==> src/rtl/rx_pkg.sv <==
package rx_pkg;
  localparam logic [7:0] VER_BYTE  = 8'h01;
  localparam logic [7:0] CTL_DATA  = 8'h04;
  localparam logic [7:0] CTL_EXT   = 8'h10;
  localparam logic [7:0] CTL_ABORT = 8'h18;
  localparam logic [7:0] CTL_ERR   = 8'h20;
  localparam logic [7:0] NAK_BYTE  = 8'h15;
  localparam int         INNER_HDR = 6;

  localparam logic [2:0] RX_OK    = 3'd0;
  localparam logic [2:0] RX_PROTO = 3'd1;
  localparam logic [2:0] RX_NAK   = 3'd2;
  localparam logic [2:0] RX_TMO   = 3'd3;
  localparam logic [2:0] RX_ABORT = 3'd4;

  typedef enum logic [2:0] {ST_IDLE, ST_WAIT, ST_XFER, ST_EVAL, ST_PAUSE} rx_state_e;
  typedef enum logic [1:0] {PH_HDR, PH_BODY, PH_ERRB, PH_SEND} rx_phase_e;
endpackage

==> src/rtl/rx_poller.sv <==
module rx_poller #(
  parameter int MAX_POLLS = 5000,
  parameter int POLL_GAP  = 300000
) (
  input  logic       clk,
  input  logic       rst,
  input  logic       active,
  input  logic [2:0] bit_sel,
  input  logic [7:0] stat,
  output logic       hit,
  output logic       expired
);
  localparam int PW = $clog2(MAX_POLLS + 1);
  localparam int GW = $clog2(POLL_GAP + 1);

  logic [GW-1:0] gap;
  logic [PW-1:0] polls;
  logic          sample;

  assign sample  = active && (gap == '0);
  assign hit     = sample && stat[bit_sel];
  assign expired = sample && !stat[bit_sel] && (polls == PW'(MAX_POLLS - 1));

  always_ff @(posedge clk) begin
    if (rst || !active) begin
      gap   <= '0;
      polls <= '0;
    end else if (sample && !hit) begin
      gap   <= GW'(POLL_GAP - 1);
      polls <= polls + 1'b1;
    end else if (gap != '0) begin
      gap <= gap - 1'b1;
    end
  end
endmodule

==> src/rtl/rx_pause.sv <==
module rx_pause #(
  parameter int CYCLES = 2000000
) (
  input  logic clk,
  input  logic rst,
  input  logic load,
  output logic expired
);
  localparam int CW = $clog2(CYCLES + 1);

  logic [CW-1:0] cnt;

  assign expired = (cnt == CW'(1));

  always_ff @(posedge clk) begin
    if (rst)              cnt <= '0;
    else if (load)        cnt <= CW'(CYCLES);
    else if (cnt != '0)   cnt <= cnt - 1'b1;
  end
endmodule

==> src/rtl/ext_frame_rx.sv <==
module ext_frame_rx
  import rx_pkg::*;
#(
  parameter int MAX_GRANTS  = 50,
  parameter int MAX_POLLS   = 5000,
  parameter int POLL_GAP    = 300000,
  parameter int IDLE_CYCLES = 2000000
) (
  input  logic       clk,
  input  logic       rst,
  input  logic       start,
  input  logic [7:0] dev_stat,
  output logic       rd_pop,
  input  logic [7:0] rd_byte,
  output logic       wr_push,
  output logic [7:0] wr_byte,
  output logic       pay_valid,
  output logic [7:0] pay_byte,
  output logic       pay_last,
  output logic [2:0] rx_status,
  output logic       rx_done
);
  localparam int GCW = $clog2(MAX_GRANTS + 1);

  rx_state_e     state;
  rx_phase_e     phase;
  logic [1:0]    idx;
  logic [7:0]    hdr_ver, hdr_ctl, hdr_lenh, ans_code;
  logic [15:0]   len, bcnt;
  logic [GCW-1:0] grants;
  logic [7:0]    send_byte;
  logic          poll_hit, poll_tmo, pause_load, pause_done;

  always_comb begin
    case (idx)
      2'd0:    send_byte = VER_BYTE;
      2'd1:    send_byte = ans_code;
      default: send_byte = 8'h00;
    endcase
  end

  assign pause_load = (state == ST_XFER) && (phase == PH_SEND) && (idx == 2'd3);

  rx_poller #(.MAX_POLLS(MAX_POLLS), .POLL_GAP(POLL_GAP)) u_poll (
    .clk(clk), .rst(rst),
    .active(state == ST_WAIT),
    .bit_sel((phase == PH_SEND) ? 3'd0 : 3'd7),
    .stat(dev_stat),
    .hit(poll_hit), .expired(poll_tmo)
  );

  rx_pause #(.CYCLES(IDLE_CYCLES)) u_pause (
    .clk(clk), .rst(rst), .load(pause_load), .expired(pause_done)
  );

  always_ff @(posedge clk) begin
    if (rst) begin
      state     <= ST_IDLE;
      phase     <= PH_HDR;
      idx       <= '0;
      hdr_ver   <= '0;
      hdr_ctl   <= '0;
      hdr_lenh  <= '0;
      ans_code  <= '0;
      len       <= '0;
      bcnt      <= '0;
      grants    <= '0;
      rd_pop    <= 1'b0;
      wr_push   <= 1'b0;
      wr_byte   <= '0;
      pay_valid <= 1'b0;
      pay_byte  <= '0;
      pay_last  <= 1'b0;
      rx_status <= RX_OK;
      rx_done   <= 1'b0;
    end else begin
      rd_pop    <= 1'b0;
      wr_push   <= 1'b0;
      pay_valid <= 1'b0;
      pay_last  <= 1'b0;
      rx_done   <= 1'b0;
      case (state)
        ST_IDLE: if (start) begin
          grants <= '0;
          phase  <= PH_HDR;
          idx    <= '0;
          state  <= ST_WAIT;
        end
        ST_WAIT: begin
          if (poll_hit) begin
            if (phase == PH_SEND) begin
              wr_push <= 1'b1;
              wr_byte <= send_byte;
            end else begin
              rd_pop <= 1'b1;
            end
            state <= ST_XFER;
          end else if (poll_tmo) begin
            rx_status <= RX_TMO;
            rx_done   <= 1'b1;
            state     <= ST_IDLE;
          end
        end
        ST_XFER: begin
          case (phase)
            PH_HDR: begin
              case (idx)
                2'd0:    hdr_ver  <= rd_byte;
                2'd1:    hdr_ctl  <= rd_byte;
                2'd2:    hdr_lenh <= rd_byte;
                default: len      <= {hdr_lenh, rd_byte};
              endcase
              if (idx == 2'd3) state <= ST_EVAL;
              else begin
                idx   <= idx + 1'b1;
                state <= ST_WAIT;
              end
            end
            PH_BODY: begin
              if (bcnt >= 16'(INNER_HDR)) begin
                pay_valid <= 1'b1;
                pay_byte  <= rd_byte;
                pay_last  <= (bcnt == len - 16'd1);
              end
              if (bcnt == len - 16'd1) begin
                rx_status <= RX_OK;
                rx_done   <= 1'b1;
                state     <= ST_IDLE;
              end else begin
                bcnt  <= bcnt + 16'd1;
                state <= ST_WAIT;
              end
            end
            PH_ERRB: begin
              rx_status <= (rd_byte == NAK_BYTE) ? RX_NAK : RX_PROTO;
              rx_done   <= 1'b1;
              state     <= ST_IDLE;
            end
            default: begin
              if (idx == 2'd3) state <= ST_PAUSE;
              else begin
                idx   <= idx + 1'b1;
                state <= ST_WAIT;
              end
            end
          endcase
        end
        ST_EVAL: begin
          if (hdr_ver != VER_BYTE) begin
            rx_status <= RX_PROTO;
            rx_done   <= 1'b1;
            state     <= ST_IDLE;
          end else begin
            case (hdr_ctl)
              CTL_DATA: begin
                if (len == 16'd0) begin
                  rx_status <= RX_OK;
                  rx_done   <= 1'b1;
                  state     <= ST_IDLE;
                end else begin
                  bcnt  <= '0;
                  phase <= PH_BODY;
                  state <= ST_WAIT;
                end
              end
              CTL_EXT: begin
                if (grants < GCW'(MAX_GRANTS)) begin
                  grants   <= grants + 1'b1;
                  ans_code <= CTL_EXT;
                end else begin
                  grants   <= '0;
                  ans_code <= CTL_ABORT;
                end
                idx   <= '0;
                phase <= PH_SEND;
                state <= ST_WAIT;
              end
              CTL_ABORT: begin
                rx_status <= RX_ABORT;
                rx_done   <= 1'b1;
                state     <= ST_IDLE;
              end
              CTL_ERR: begin
                phase <= PH_ERRB;
                state <= ST_WAIT;
              end
              default: begin
                rx_status <= RX_PROTO;
                rx_done   <= 1'b1;
                state     <= ST_IDLE;
              end
            endcase
          end
        end
        ST_PAUSE: if (pause_done) begin
          phase <= PH_HDR;
          idx   <= '0;
          state <= ST_WAIT;
        end
        default: state <= ST_IDLE;
      endcase
    end
  end
endmodule

==> config.mk <==
export PLATFORM = sky130hd
export DESIGN_NAME = ext_frame_rx
export DESIGN_NICKNAME = d
export VERILOG_FILES = /design/src/rtl/rx_pkg.sv /design/src/rtl/rx_poller.sv /design/src/rtl/rx_pause.sv /design/src/rtl/ext_frame_rx.sv
export SDC_FILE = /design/constraint.sdc
export NUM_CORES = 1
export LEC_CHECK = 0
export BUFFER_PORTS_ARGS = -buffer_cell sky130_fd_sc_hd__buf_2
export CORE_ASPECT_RATIO = 0.5
export CORE_UTILIZATION = 50
export DETAILED_ROUTE_END_ITERATION = 10
export GPL_ROUTABILITY_DRIVEN = 1
export PLACE_DENSITY = 0.68
export SLEW_MARGIN = 30
export SYNTH_ARGS = -nofsm -noshare
export SYNTH_HDL_FRONTEND = slang
export SYNTH_SLANG_ARGS = --single-unit
==> constraint.sdc <==
create_clock -name clk -period 3.5 [get_ports clk]
set_input_delay 0.525 -clock clk [delete_from_list [all_inputs] [get_ports clk]]
set_output_delay 0.525 -clock clk [all_outputs]
set_load 0.01 [all_outputs]
==> reports/metrics.json <==
{
  "timing": {
    "finalSetupViolCount": 0,
    "tns_ps": 0,
    "tightest_slew_ps": 813,
    "rsz_0062_raised_after_global_routing": "no",
    "hold_viol_final": 0,
    "final_period_minus_worst_setup_slack_ps": 3210,
    "timing.final.max_slew_violations": 0,
    "fmaxAchievable_mhz": 312,
    "fin_worst_skew_ps": 14.7,
    "min_period_over_period_pct": 91.6,
    "worst_slew_margin_rel_pct": 45.7
  },
  "clocking": {
    "cts_tree": "built",
    "cts-resized-gates": 0,
    "clk_sink_count": 143,
    "max-clock-path-buffers": 2,
    "clock_tree.root_cell": "sky130_fd_sc_hd__clkbuf_16",
    "cts-htree-levels": 4,
    "hold_fix_buffer_count_after_cts": 0,
    "clk_pin_slew_worst_paths_ps": 70,
    "postCtsSetupBuffers": 0,
    "cts_inserted_buffers": 17,
    "insertion_delay_to_the_later_sink_of_the_worst_skew_pair_ps": 430
  },
  "floorplan": {
    "die_h_um": 86.0,
    "initial_cell_density_of_the_core_pct": 51.7,
    "io-pin-count": 43,
    "coreArea_um2": 13700,
    "die-area_um2": 14600,
    "num_rows": 30,
    "chipWidth_um": 170
  },
  "drt": {
    "wl_met1_mm": 7.74,
    "dr.first_iter.drc_count": 393,
    "drt-total-wl_mm": 16.0,
    "viasPerCell": 5.64,
    "routed-wl-met3_um": 654,
    "wl_met2_mm": 7.54,
    "wl_per_cell_um": 14.9,
    "detailedRoute.firstPassIterationCount": 5,
    "post_route_ant_nets": 0,
    "drt_drc_violations_left": 0,
    "route.vias.total": 6062,
    "highest_layer": "met4"
  },
  "layout": {
    "seqCellArea_um2": 2860,
    "num_antenna_cells": 0,
    "drive_above_1_share_pct": 10.2,
    "fill_cells": 1270,
    "area_growth_syn_to_layout_pct": 13.1,
    "multi_input_comb_area_um2": 3960,
    "final-instance-count-excl-fill": 1074,
    "finish.net_count": 905
  },
  "critical_path": {
    "critPathArrivalTime_ps": 3550,
    "setup.worst_path.start_class": "flop",
    "timing.critical_path.to_type": "flop",
    "worstPathRequired_ps": 3850,
    "timing.critical_path.fanout_max": 23,
    "critPathKind": "flop to flop"
  },
  "synth": {
    "synth_top_cells_by_count": "143 x sky130_fd_sc_hd__dfxtp_1, 116 x sky130_fd_sc_hd__nor2_1, 89 x sky130_fd_sc_hd__nand2_1, 65 x sky130_fd_sc_hd__a21oi_1, 38 x sky130_fd_sc_hd__mux2i_1",
    "async_set_or_reset_register_ratio_after_synthesis_pct": 0,
    "synthFlopType": "sky130_fd_sc_hd__dfxtp_1",
    "synth.cell_area_um2": 7060,
    "yosys_register_bits": 143,
    "synth_largest_area_cell": "sky130_fd_sc_hd__dfxtp_1",
    "synthCells": 844,
    "synth.yosys.warnings": 0,
    "synth_area_per_cell_um2": 8.37,
    "netlist-cell-type-count": 67,
    "yosys-top-cells-area": "sky130_fd_sc_hd__dfxtp_1 41%, sky130_fd_sc_hd__nor2_1 6.2%, sky130_fd_sc_hd__mux2i_1 5.4%, sky130_fd_sc_hd__nand2_1 4.7%, sky130_fd_sc_hd__a21oi_1 4.6%",
    "synth_seq_area_share_pct": 40.5,
    "synth_enable_flop_cells": 0,
    "most_used_standard_cell_by_instance_count_after_synthesis": "sky130_fd_sc_hd__dfxtp_1",
    "yosys.area.top_type_share_pct": 40.5
  },
  "place": {
    "dpl.hpwl_mm": 11.0,
    "placed_cells": 1042,
    "numPortBuffers": 31,
    "place.gp.congestion": 0.874
  },
  "global_routing": {
    "grt_first_pass_wirelength_mm": 26.9,
    "grtUsageTotal_pct": 23.1,
    "grt_remaining_overflow": 0,
    "grt_start_max_net_pins": 52,
    "grt_pass1_vias": 5678,
    "antenna_found_initial": 0
  },
  "power": {
    "power.density_cell_area_nw_per_um2": 692,
    "ir_drop_v": 0.000289,
    "design_power_total_mw": 5.53,
    "p_leak_nw": 3.24
  },
  "run_status": {
    "outcome": "complete, no violations"
  },
  "hold_path": {
    "min_path_type": "primary input to flop"
  },
  "job": {
    "maxCapViolCount": 0
  }
}
==> area by class of cell <==
class / count / area share (%)
clock buffers: 17 / 5.32
clock inverters: 15 / 2.40
inverters: 19 / 0.892
multi-input cells: 645 / 49.5
repair buffers: 43 / 3.07
flip-flops and latches: 143 / 35.8
well taps: 192 / 3.01
==> logic make-up (layout without fill, tap and decap cells) <==
kind of cell / after synthesis / after routing / synth area share [%]
multiplexers: 40 / 40 / 5.70
flip-flops: 143 / 143 / 40.5
other: 1 / 5 / 0.0531
AND/OR/NAND/NOR: 389 / 389 / 27.6
adder cells (fa/ha/maj): 17 / 17 / 3.01
buffers and inverters: 60 / 94 / 3.68
XOR/XNOR: 56 / 56 / 6.94
AO/OA/AOI/OAI: 138 / 138 / 12.4
==> critical path, stage by stage, from the launching register on <==
cell                        delay [ps]
sky130_fd_sc_hd__dfxtp_1           400
sky130_fd_sc_hd__or4_1             650
sky130_fd_sc_hd__or3_1             360
sky130_fd_sc_hd__a32o_1            260
sky130_fd_sc_hd__o22ai_2           240
sky130_fd_sc_hd__a2111oi_4         120
sky130_fd_sc_hd__a21o_1            220
sky130_fd_sc_hd__buf_4             200
sky130_fd_sc_hd__or4_1             530
sky130_fd_sc_hd__a21oi_1           150
==> sequential cells by signal (all words and copies together), names as in the netlist, 3 cells and up <==
| signal | cells |
|---|---|
| u_poll.gap | 19 |
| state | 3 |
| grants | 6 |
| u_poll.polls | 13 |
| bcnt | 16 |
| rx_status | 3 |
| hdr_ctl | 8 |
| u_pause.cnt | 21 |
| wr_byte | 3 |
| len | 16 |
| pay_byte | 8 |
| hdr_lenh | 8 |
| hdr_ver | 8 |
==> power breakdown <==
| part | internal, mW | switching, mW | leakage [nW] |
|---|---|---|---|
| logic | 0.685 | 1.01 | 1.77 |
| registers | 1.78 | 0.149 | 1.16 |
| clock network | 1.09 | 0.808 | 0.306 |
| total | 3.56 | 1.97 | 3.24 |
==> worst paths after layout <==
kind              cells past startpoint  slack, ps                      from                    end
setup / recovery                      9        290       len[2]$_SDFFE_PP0P_  bcnt[13]$_SDFFE_PP0P_
hold / removal                        2        400               dev_stat[7]      rd_pop$_SDFF_PP0_
setup reg to reg                      9        290       len[2]$_SDFFE_PP0P_  bcnt[13]$_SDFFE_PP0P_
hold reg to reg                       2        450  hdr_lenh[1]$_SDFFE_PP0P_    len[9]$_SDFFE_PP0P_
==> layer usage <==
layer  vias up  GRT usage [%]
li1       3039              -
met1      2910           30.6
met2        98           38.4
met3        15           4.61
met4         0           6.63
met5         -              0
==> cell usage in the layout, fill, tap and decap left out, drive strengths merged, types with 7 or more instances in the layout <==
master and n:
a211oi 7, a21oi 65, and3 8, buf 43, clkbuf 17, dfxtp 143
ha 17, inv 29, mux2i 38, nand2 89, nand2b 9, nand3 28
nand4 18, nor2 116, nor3 24, nor3b 9, nor4 26, o21ai 22
or3 21, or4 11, xnor2 30, xor2 26
==> stage by stage <==
stage / instance area, um^2 / setup WS, ps / hold slack [ps] / util [%]
floorplan: 7080 / 667 / 432 / -
global placement: 7370 / 409 / 441 / 54.0
detailed placement: 7370 / 338 / 446 / 54.0
CTS: 7990 / 309 / 384 / 58.5
global route: 7990 / 36.7 / 399 / 58.5
finish: 7990 / 295 / 396 / 58.5
(Power assumes the default switching activity.)
